$ cat config.mk
export PLATFORM = sky130hd
export DESIGN_NAME = cpreg_lock_gate
export DESIGN_NICKNAME = d
export VERILOG_FILES = /design/src/rtl/cplock_pkg.sv /design/src/rtl/cplock_sync.sv /design/src/rtl/cplock_boundary_fsm.sv /design/src/rtl/cplock_classify.sv /design/src/rtl/cpreg_lock_gate.sv
export SDC_FILE = /design/constraint.sdc
export NUM_CORES = 1
export LEC_CHECK = 0
export ABC_AREA = 1
export BUFFER_PORTS_ARGS = -buffer_cell sky130_fd_sc_hd__buf_4
export CAP_MARGIN = 20
export CORE_AREA = 3 3 40 42
export CTS_CLUSTER_DIAMETER = 50
export DETAILED_ROUTE_END_ITERATION = 7
export DIE_AREA = 0 0 43 45
export SYNTH_ARGS = -nofsm -noshare
export SYNTH_HDL_FRONTEND = slang
export SYNTH_HIERARCHICAL = 1
export SYNTH_SLANG_ARGS = --single-unit
$ cat constraint.sdc
create_clock -name clk -period 2.3 [get_ports clk]
set_clock_uncertainty 0.2 [all_clocks]
set_input_delay 0.115 -clock clk [delete_from_list [all_inputs] [get_ports clk]]
set_output_delay 0.115 -clock clk [all_outputs]
set_load 0.01 [all_outputs]
$ cat src/rtl/cplock_pkg.sv
package cplock_pkg;

    localparam int OPC1_W = 3;
    localparam int CRN_W  = 4;
    localparam int CRM_W  = 4;
    localparam int OPC2_W = 3;
    localparam int KEY_W  = CRN_W + CRM_W + OPC2_W;

    localparam logic [CRN_W-1:0] ARRAY_CRN = 4'd15;

    localparam int WLIST_N = 9;

    typedef logic [KEY_W-1:0] sel_key_t;

    function automatic sel_key_t mk_key(input logic [CRN_W-1:0] n,
                                        input logic [CRM_W-1:0] m,
                                        input logic [OPC2_W-1:0] o);
        return {n, m, o};
    endfunction

    localparam sel_key_t WLIST [WLIST_N] = '{
        {4'd1,  4'd0, 3'd0},
        {4'd2,  4'd0, 3'd0},
        {4'd2,  4'd0, 3'd2},
        {4'd3,  4'd0, 3'd0},
        {4'd10, 4'd2, 3'd0},
        {4'd10, 4'd2, 3'd1},
        {4'd12, 4'd0, 3'd0},
        {4'd12, 4'd0, 3'd1},
        {4'd13, 4'd0, 3'd0}
    };

    typedef enum logic {
        LK_OPEN = 1'b0,
        LK_SHUT = 1'b1
    } lock_state_t;

endpackage

$ cat src/rtl/cplock_sync.sv
module cplock_sync #(
    parameter int STAGES = 2
) (
    input  logic clk,
    input  logic rst_n,
    input  logic async_in,
    output logic sync_out
);
    localparam int TOP = STAGES - 1;

    logic [TOP:0] chain;

    generate
        if (STAGES == 1) begin : g_single
            always_ff @(posedge clk or negedge rst_n) begin
                if (!rst_n) chain <= '0;
                else        chain <= async_in;
            end
        end else begin : g_multi
            always_ff @(posedge clk or negedge rst_n) begin
                if (!rst_n) chain <= '0;
                else        chain <= {chain[TOP-1:0], async_in};
            end
        end
    endgenerate

    assign sync_out = chain[TOP];

endmodule

$ cat src/rtl/cplock_boundary_fsm.sv
module cplock_boundary_fsm
    import cplock_pkg::*;
(
    input  logic clk,
    input  logic rst_n,
    input  logic lock_sync,
    input  logic boundary,
    output logic lock_eff
);
    lock_state_t state_q, state_d;

    always_ff @(posedge clk or negedge rst_n) begin
        if (!rst_n) state_q <= LK_OPEN;
        else        state_q <= state_d;
    end

    always_comb begin
        state_d = state_q;
        unique case (state_q)
            LK_OPEN: if (boundary && lock_sync)  state_d = LK_SHUT;
            LK_SHUT: if (boundary && !lock_sync) state_d = LK_OPEN;
        endcase
    end

    always_comb begin
        unique case (state_q)
            LK_OPEN: lock_eff = 1'b0;
            LK_SHUT: lock_eff = 1'b1;
        endcase
    end

    a_r7_hold_between: assert property (@(posedge clk) disable iff (!rst_n)
        !boundary |=> $stable(lock_eff));

    a_r7_load_on_strobe: assert property (@(posedge clk) disable iff (!rst_n)
        boundary |=> (lock_eff == $past(lock_sync)));

endmodule

$ cat src/rtl/cplock_classify.sv
module cplock_classify
    import cplock_pkg::*;
(
    input  logic [OPC1_W-1:0] opc1,
    input  logic [CRN_W-1:0]  crn,
    input  logic [CRM_W-1:0]  crm,
    input  logic [OPC2_W-1:0] opc2,
    output logic              hit_wlist,
    output logic              hit_array
);
    sel_key_t             key;
    logic [WLIST_N-1:0]   match;
    logic                 base_space;

    assign key        = mk_key(crn, crm, opc2);
    assign base_space = (opc1 == '0);

    generate
        for (genvar i = 0; i < WLIST_N; i++) begin : g_wl
            assign match[i] = (key == WLIST[i]);
        end
    endgenerate

    assign hit_wlist = base_space && (|match);
    assign hit_array = base_space && (crn == ARRAY_CRN);

    always_comb begin
        a_r6_disjoint: assert (!(hit_wlist && hit_array));
    end

endmodule

$ cat src/rtl/cpreg_lock_gate.sv
module cpreg_lock_gate
    import cplock_pkg::*;
#(
    parameter int SYNC_STAGES = 2
) (
    input  logic              clk,
    input  logic              rst_n,
    input  logic              lock_pin,
    input  logic              insn_boundary,
    input  logic              acc_valid,
    input  logic              acc_write,
    input  logic [OPC1_W-1:0] acc_opc1,
    input  logic [CRN_W-1:0]  acc_crn,
    input  logic [CRM_W-1:0]  acc_crm,
    input  logic [OPC2_W-1:0] acc_opc2,
    input  logic              acc_nonsecure,
    output logic              acc_fault,
    output logic              acc_allow
);
    logic lock_sync;
    logic lock_eff;
    logic hit_wlist;
    logic hit_array;
    logic blocked;

    cplock_sync #(.STAGES(SYNC_STAGES)) u_sync (
        .clk      (clk),
        .rst_n    (rst_n),
        .async_in (lock_pin),
        .sync_out (lock_sync)
    );

    cplock_boundary_fsm u_fsm (
        .clk       (clk),
        .rst_n     (rst_n),
        .lock_sync (lock_sync),
        .boundary  (insn_boundary),
        .lock_eff  (lock_eff)
    );

    cplock_classify u_cls (
        .opc1      (acc_opc1),
        .crn       (acc_crn),
        .crm       (acc_crm),
        .opc2      (acc_opc2),
        .hit_wlist (hit_wlist),
        .hit_array (hit_array)
    );

    assign blocked = lock_eff && !acc_nonsecure &&
                     ((acc_write && hit_wlist) || hit_array);

    always_ff @(posedge clk or negedge rst_n) begin
        if (!rst_n) begin
            acc_fault <= 1'b0;
            acc_allow <= 1'b0;
        end else begin
            acc_fault <= acc_valid && blocked;
            acc_allow <= acc_valid && !blocked;
        end
    end

    a_r2_one_hot: assert property (@(posedge clk) disable iff (!rst_n)
        acc_valid |=> (acc_fault ^ acc_allow));

    a_r2_silent: assert property (@(posedge clk) disable iff (!rst_n)
        !acc_valid |=> (!acc_fault && !acc_allow));

    a_r5_nonsecure_pass: assert property (@(posedge clk) disable iff (!rst_n)
        (acc_valid && acc_nonsecure) |=> acc_allow);

    a_r3_wlist_fault: assert property (@(posedge clk) disable iff (!rst_n)
        (acc_valid && acc_write && lock_eff && !acc_nonsecure && hit_wlist) |=> acc_fault);

    a_r4_array_fault: assert property (@(posedge clk) disable iff (!rst_n)
        (acc_valid && lock_eff && !acc_nonsecure && hit_array) |=> acc_fault);

endmodule

==> results.py, run 1 <==
metrics = {
    "global_routing": {
        "grt_usage_pct": 9.80,
        "grt_pass1_vias": 389,
        "grt_pass1_wl_um": 1400,
        "grt_max_degree": 6,
        "antenna_found_initial": 0,
        "gr-total-overflow": 0,
    },
    "timing": {
        "worst_slew_pin_slew_ps": 221,
        "fin_crit_ps": 1620,
        "max_freq_mhz": 615,
        "finalSetupViolCount": 0,
        "period_share_pct": 70.6,
        "drv_slew": 0,
        "rsz0062_at_grt": "no",
        "hold_viol": 0,
        "slew_headroom_pct": 85.1,
        "timing.setup.tns_ps": 0,
        "whs_ps": 19.6,
        "fin_ws_ps": 675,
    },
    "yosys": {
        "syn_nets": 72,
        "yosys.cell_types.count": 14,
        "ys_ff_latch": 5,
        "yosys.area_share.simple_pct": 43.8,
        "synth.area.mux_share_pct": 0,
        "post_synth.cell_area_avg_um2": 6.55,
        "synth-compound-area-share_pct": 6.37,
        "syn-cell-area_um2": 334,
        "ys_warn_count": 6,
        "synth_top_area_share_pct": 37.5,
        "yosysTopAreaCell": "dfrtp_1",
        "synth_xor_area_share_pct": 0,
        "synth_top_family_by_area": "simple AND/OR/NAND/NOR gates",
        "yosys-top-cells-area": "dfrtp_1, nand2_1, inv_1, nor2_2, nand3_1",
        "synthAdderAreaFrac_pct": 0,
        "syn_inst": 51,
        "seq_area_frac_synth_pct": 37.5,
    },
    "hold_path": {
        "hold_path_class": "in -> async",
    },
    "pwr": {
        "leakage_uw": 0.000328,
        "vdd_ir_drop_max_uv": 162,
        "fin_total_pwr_uw": 252,
        "p_per_area_nw_per_um2": 410,
    },
    "cts": {
        "cts_repair_resize_count": 0,
        "cts_made_buffers": 3,
        "path_clk_slew_ps": 40,
        "htree_num_levels": 1,
        "cts_tree": "done",
        "clock_sinks": 5,
        "cts_root_buf": "clkbuf_4",
        "post_cts_buffers": 0,
        "clk_latency_ps": 240,
        "clockBufferDepth": 2,
    },
    "placed_design": {
        "port_buffers": 22,
        "preCtsSetupSlack_ps": 983,
        "hpwl_um": 659,
        "placed_cells": 88,
        "gp_congestion": 0.759,
    },
    "final_layout": {
        "drive_above_1_share_pct": 39.3,
        "finalNonFillerCells": 99,
        "multi_input_area_um2": 168,
        "area_growth_pct": 83.9,
        "nNetsFinal": 106,
        "diodes": 0,
        "mostFrequentLayoutCells": "buf_4, nand2_1, inv_1",
        "ff_latch_area_um2": 125,
        "fillers": 136,
        "layout_commonest_cell": "buf_4",
    },
    "die": {
        "die_x_um": 43,
        "start_util_pct": 26.0,
        "die_y_um": 45,
        "core_um2": 1280,
        "design.portCount": 23,
        "dieArea_um2": 1940,
        "rows": 13,
    },
    "drt": {
        "drt_first_pass_iters": 3,
        "drc": 0,
        "wl_per_cell_um": 8.05,
        "vias_per_cell": 4.07,
        "drt_iter0_drc": 7,
        "routed_wl_um": 797,
        "antenna_left": 0,
        "num_vias": 403,
    },
    "critical_path": {
        "endpoint_kind": "flop",
        "required_ps": 2270,
        "cp.arrival_ps": 1600,
        "worstSetupStartpoint": "acc_crm[2]",
        "start_kind": "input port",
        "path_class": "in -> reg",
        "cp_max_fo": 3,
    },
    "job": {
        "cap_violations": 0,
    },
    "outcome": {
        "status": "finished, final reports clean",
    },
}
## power breakdown
| group | total, uW | switching (uW) | internal [uW] |
|---|---|---|---|
| Clock | 97.6 | 32.3 | 65.3 |
| Sequential | 94.2 | 1.58 | 92.6 |
| Combinational | 60.1 | 23.7 | 36.4 |
## timing repair
item                                   in CTS  in global routing
setup endpoints to repair                   0                  0
hold buffers                                7                  0
endpoints found under the hold margin       9                  0
## per-stage QoR
stage          instance area (um^2)  util (%)
2_1_floorplan                   334         -
3_3_place_gp                    518      40.3
3_5_place_dp                    518      40.3
4_1_cts                         614      47.8
5_1_grt                         614      47.8
6_report                        614      47.8
## worst max-delay path, stage by stage
cell and delay [ps]:
buf_4 120, nor2_2 130, nand2_1 70, nor2_1 90
nand2_1 60, nand2_1 50, nand2_1 60, a21oi_2 100
nand2_1 50, nand2_1 80, nand2_1 70, nor2_2 70
dlygate4sd3_1 540
## metal layers
| metal | GRT usage (%) | vias to the layer above | wire length, um |
|---|---|---|---|
| li1 | - | 221 | - |
| met1 | 11.0 | 165 | 339 |
| met2 | 17.1 | 17 | 396 |
| met3 | 0 | 0 | 61 |
| met4 | 9.04 | 0 | 0 |
| met5 | 0 | - | 0 |
## Yosys cell counts, drive strengths merged
cell    number
nand4        1
nor4         1
a21oi        2
nand2       19
a211oi       1
nand3        2
inv         11
nor2         6
nor3         3
dfrtp        5
## cell type report
cell class / instances / area share [%]
Sequential cell: 5 / 20.4
Inverter: 11 / 6.72
Tap cell: 15 / 3.05
Multi-Input combinational cell: 35 / 27.3
Timing Repair Buffer: 29 / 38.3
Clock buffer: 4 / 4.28
## worst paths after layout
kind / cells after the start / slack, ps / end
max: 13 / 680 / acc_fault$_DFF_PN0_
min: 2 / 20 / u_sync/chain[1]$_DFF_PN0_
min in group clk: 0 / 150 / u_sync/chain[1]$_DFF_PN0_
max in group asynchronous: 2 / 1780 / async pin
min reg2reg: 0 / 150 / u_sync/chain[1]$_DFF_PN0_
max reg2reg: 5 / 860 / acc_fault$_DFF_PN0_
## cells by family (layout without fill, tap and decap cells)
logic type | count (synthesis) | count (layout)
flops | 5 | 5
compound gates | 3 | 3
buf+inv | 11 | 44
simple gates | 32 | 32
Note: power is estimated with default switching activity, not from simulation.
==> run 2: changes to the inputs <==
==> constraint.sdc (replaced) <==
create_clock -name clk -period 1.4 [get_ports clk]
set_clock_uncertainty 0.2 [all_clocks]
set_input_delay 0.07 -clock clk [delete_from_list [all_inputs] [get_ports clk]]
set_output_delay 0.07 -clock clk [all_outputs]
set_load 0.01 [all_outputs]
==> run 2 against run 1 <==
Against the previous run:
- first-iteration DRC count is 43% lower
- cell count stayed put
- core utilization stayed put
- die area stayed put
- combinational power is 70% higher
- via count is 3.5% higher
==> results.py, run 2 (same netlist as run 1, synthesis figures left out) <==
metrics = {
    "global_routing": {
        "grt_max_degree": 6,
        "grt_pass1_vias": 371,
        "grt_pass1_wl_um": 1320,
        "antenna_found_initial": 0,
        "grt_usage_pct": 9.05,
        "gr-total-overflow": 0,
    },
    "final_layout": {
        "diodes": 0,
        "area_growth_pct": 83.9,
        "ff_latch_area_um2": 125,
        "fillers": 136,
        "multi_input_area_um2": 168,
        "nNetsFinal": 106,
        "drive_above_1_share_pct": 39.3,
        "mostFrequentLayoutCells": "buf_4, nand2_1, inv_1",
        "layout_commonest_cell": "buf_4",
    },
    "hold_path": {
        "hold_path_class": "in -> reg",
    },
    "timing": {
        "rsz0062_at_grt": "no",
        "finalSetupViolCount": 0,
        "period_share_pct": 81.2,
        "fin_crit_ps": 1140,
        "max_freq_mhz": 880,
        "slew_headroom_pct": 84.2,
        "timing.setup.tns_ps": 0,
        "drv_slew": 0,
        "worst_slew_pin_slew_ps": 234,
        "hold_viol": 0,
    },
    "cts": {
        "cts_repair_resize_count": 0,
        "clockBufferDepth": 2,
        "cts_made_buffers": 3,
        "path_clk_slew_ps": 40,
        "cts_tree": "done",
        "cts_root_buf": "clkbuf_4",
        "htree_num_levels": 1,
        "clock_sinks": 5,
        "clk_latency_ps": 240,
    },
    "outcome": {
        "status": "finished, final reports clean",
    },
    "pwr": {
        "p_per_area_nw_per_um2": 679,
        "fin_total_pwr_uw": 417,
        "vdd_ir_drop_max_uv": 250,
        "leakage_uw": 0.000325,
    },
    "critical_path": {
        "required_ps": 1620,
        "start_kind": "input port",
        "path_class": "in -> async",
        "cp_max_fo": 5,
        "endpoint_kind": "async pin",
        "cp.arrival_ps": 1350,
    },
    "drt": {
        "num_vias": 417,
        "drt_first_pass_iters": 4,
        "drc": 0,
        "antenna_left": 0,
        "routed_wl_um": 836,
        "vias_per_cell": 4.21,
        "drt_iter0_drc": 4,
        "wl_per_cell_um": 8.44,
    },
    "placed_design": {
        "port_buffers": 22,
        "hpwl_um": 679,
        "gp_congestion": 0.713,
    },
    "die": {
        "design.portCount": 23,
        "rows": 13,
        "core_um2": 1280,
        "die_y_um": 45,
        "die_x_um": 43,
        "start_util_pct": 26.0,
        "dieArea_um2": 1940,
    },
    "job": {
        "cap_violations": 0,
    },
}
run 2: final timing paths:
| path | start | to | slack, ps | depth (start not counted) |
|---|---|---|---|---|
| max in group clk | acc_nonsecure | acc_fault$_DFF_PN0_ | 370 | 5 |
| min in group asynchronous | rst_n | acc_allow$_DFF_PN0_ | 550 | 3 |
| setup reg to reg | flop | acc_fault$_DFF_PN0_ | 510 | 4 |
| setup / recovery | rst_n | async pin | 260 | 3 |
| hold reg to reg | u_sync/chain[0]$_DFF_PN0_ | u_sync/chain[1]$_DFF_PN0_ | 150 | 0 |
| hold / removal | acc_opc1[2] | acc_fault$_DFF_PN0_ | 1 | 6 |
run 2: stage by stage:
| step | utilization, % | cells | hold WS (ps) | worst slack (ps) | instance area [um^2] |
|---|---|---|---|---|---|
| 2_1_floorplan | - | 51 | -426 | 349 | 334 |
| 3_3_place_gp | 40.3 | 88 | -327 | 155 | 518 |
| 3_5_place_dp | 40.3 | 88 | -328 | 141 | 518 |
| 4_1_cts | 47.8 | 99 | 0.159 | 249 | 614 |
| 5_1_grt | 47.8 | 99 | 27.2 | 179 | 614 |
| 6_report | 47.8 | 99 | 1.35 | 264 | 614 |
run 2: critical path, stage by stage:
cell and delay (ps):
dlygate4sd3_1 530, buf_4 90, dlygate4sd3_1 660
run 2: cell type report:
class / count / share of cell area (%)
repair buffers: 29 / 38.3
multi-input cells: 35 / 27.3
flip-flops and latches: 5 / 20.4
inverters: 11 / 6.72
clock buffers: 4 / 4.28
well taps: 15 / 3.05
run 2: power breakdown:
group          total (uW)  leakage (uW)  internal, uW  switching [uW]
registers             154     0.0000611           152            2.39
clock network         161     0.0000150           107            53.9
logic                 102      0.000249          61.5            40.0
run 2: layer usage:
layer / share of wire [%] / vias to the layer above / track usage, %
met5: 0 / - / 0
met4: 0 / 0 / 7.23
met3: 11 / 0 / 0.398
met2: 49 / 23 / 17.1
met1: 40 / 174 / 9.31
li1: - / 220 / -
run 2: repair_timing:
action / CTS / global route
hold buffers: 7 / 0
buffers inserted: 0 / 0
endpoints found under the hold margin: 9 / 0
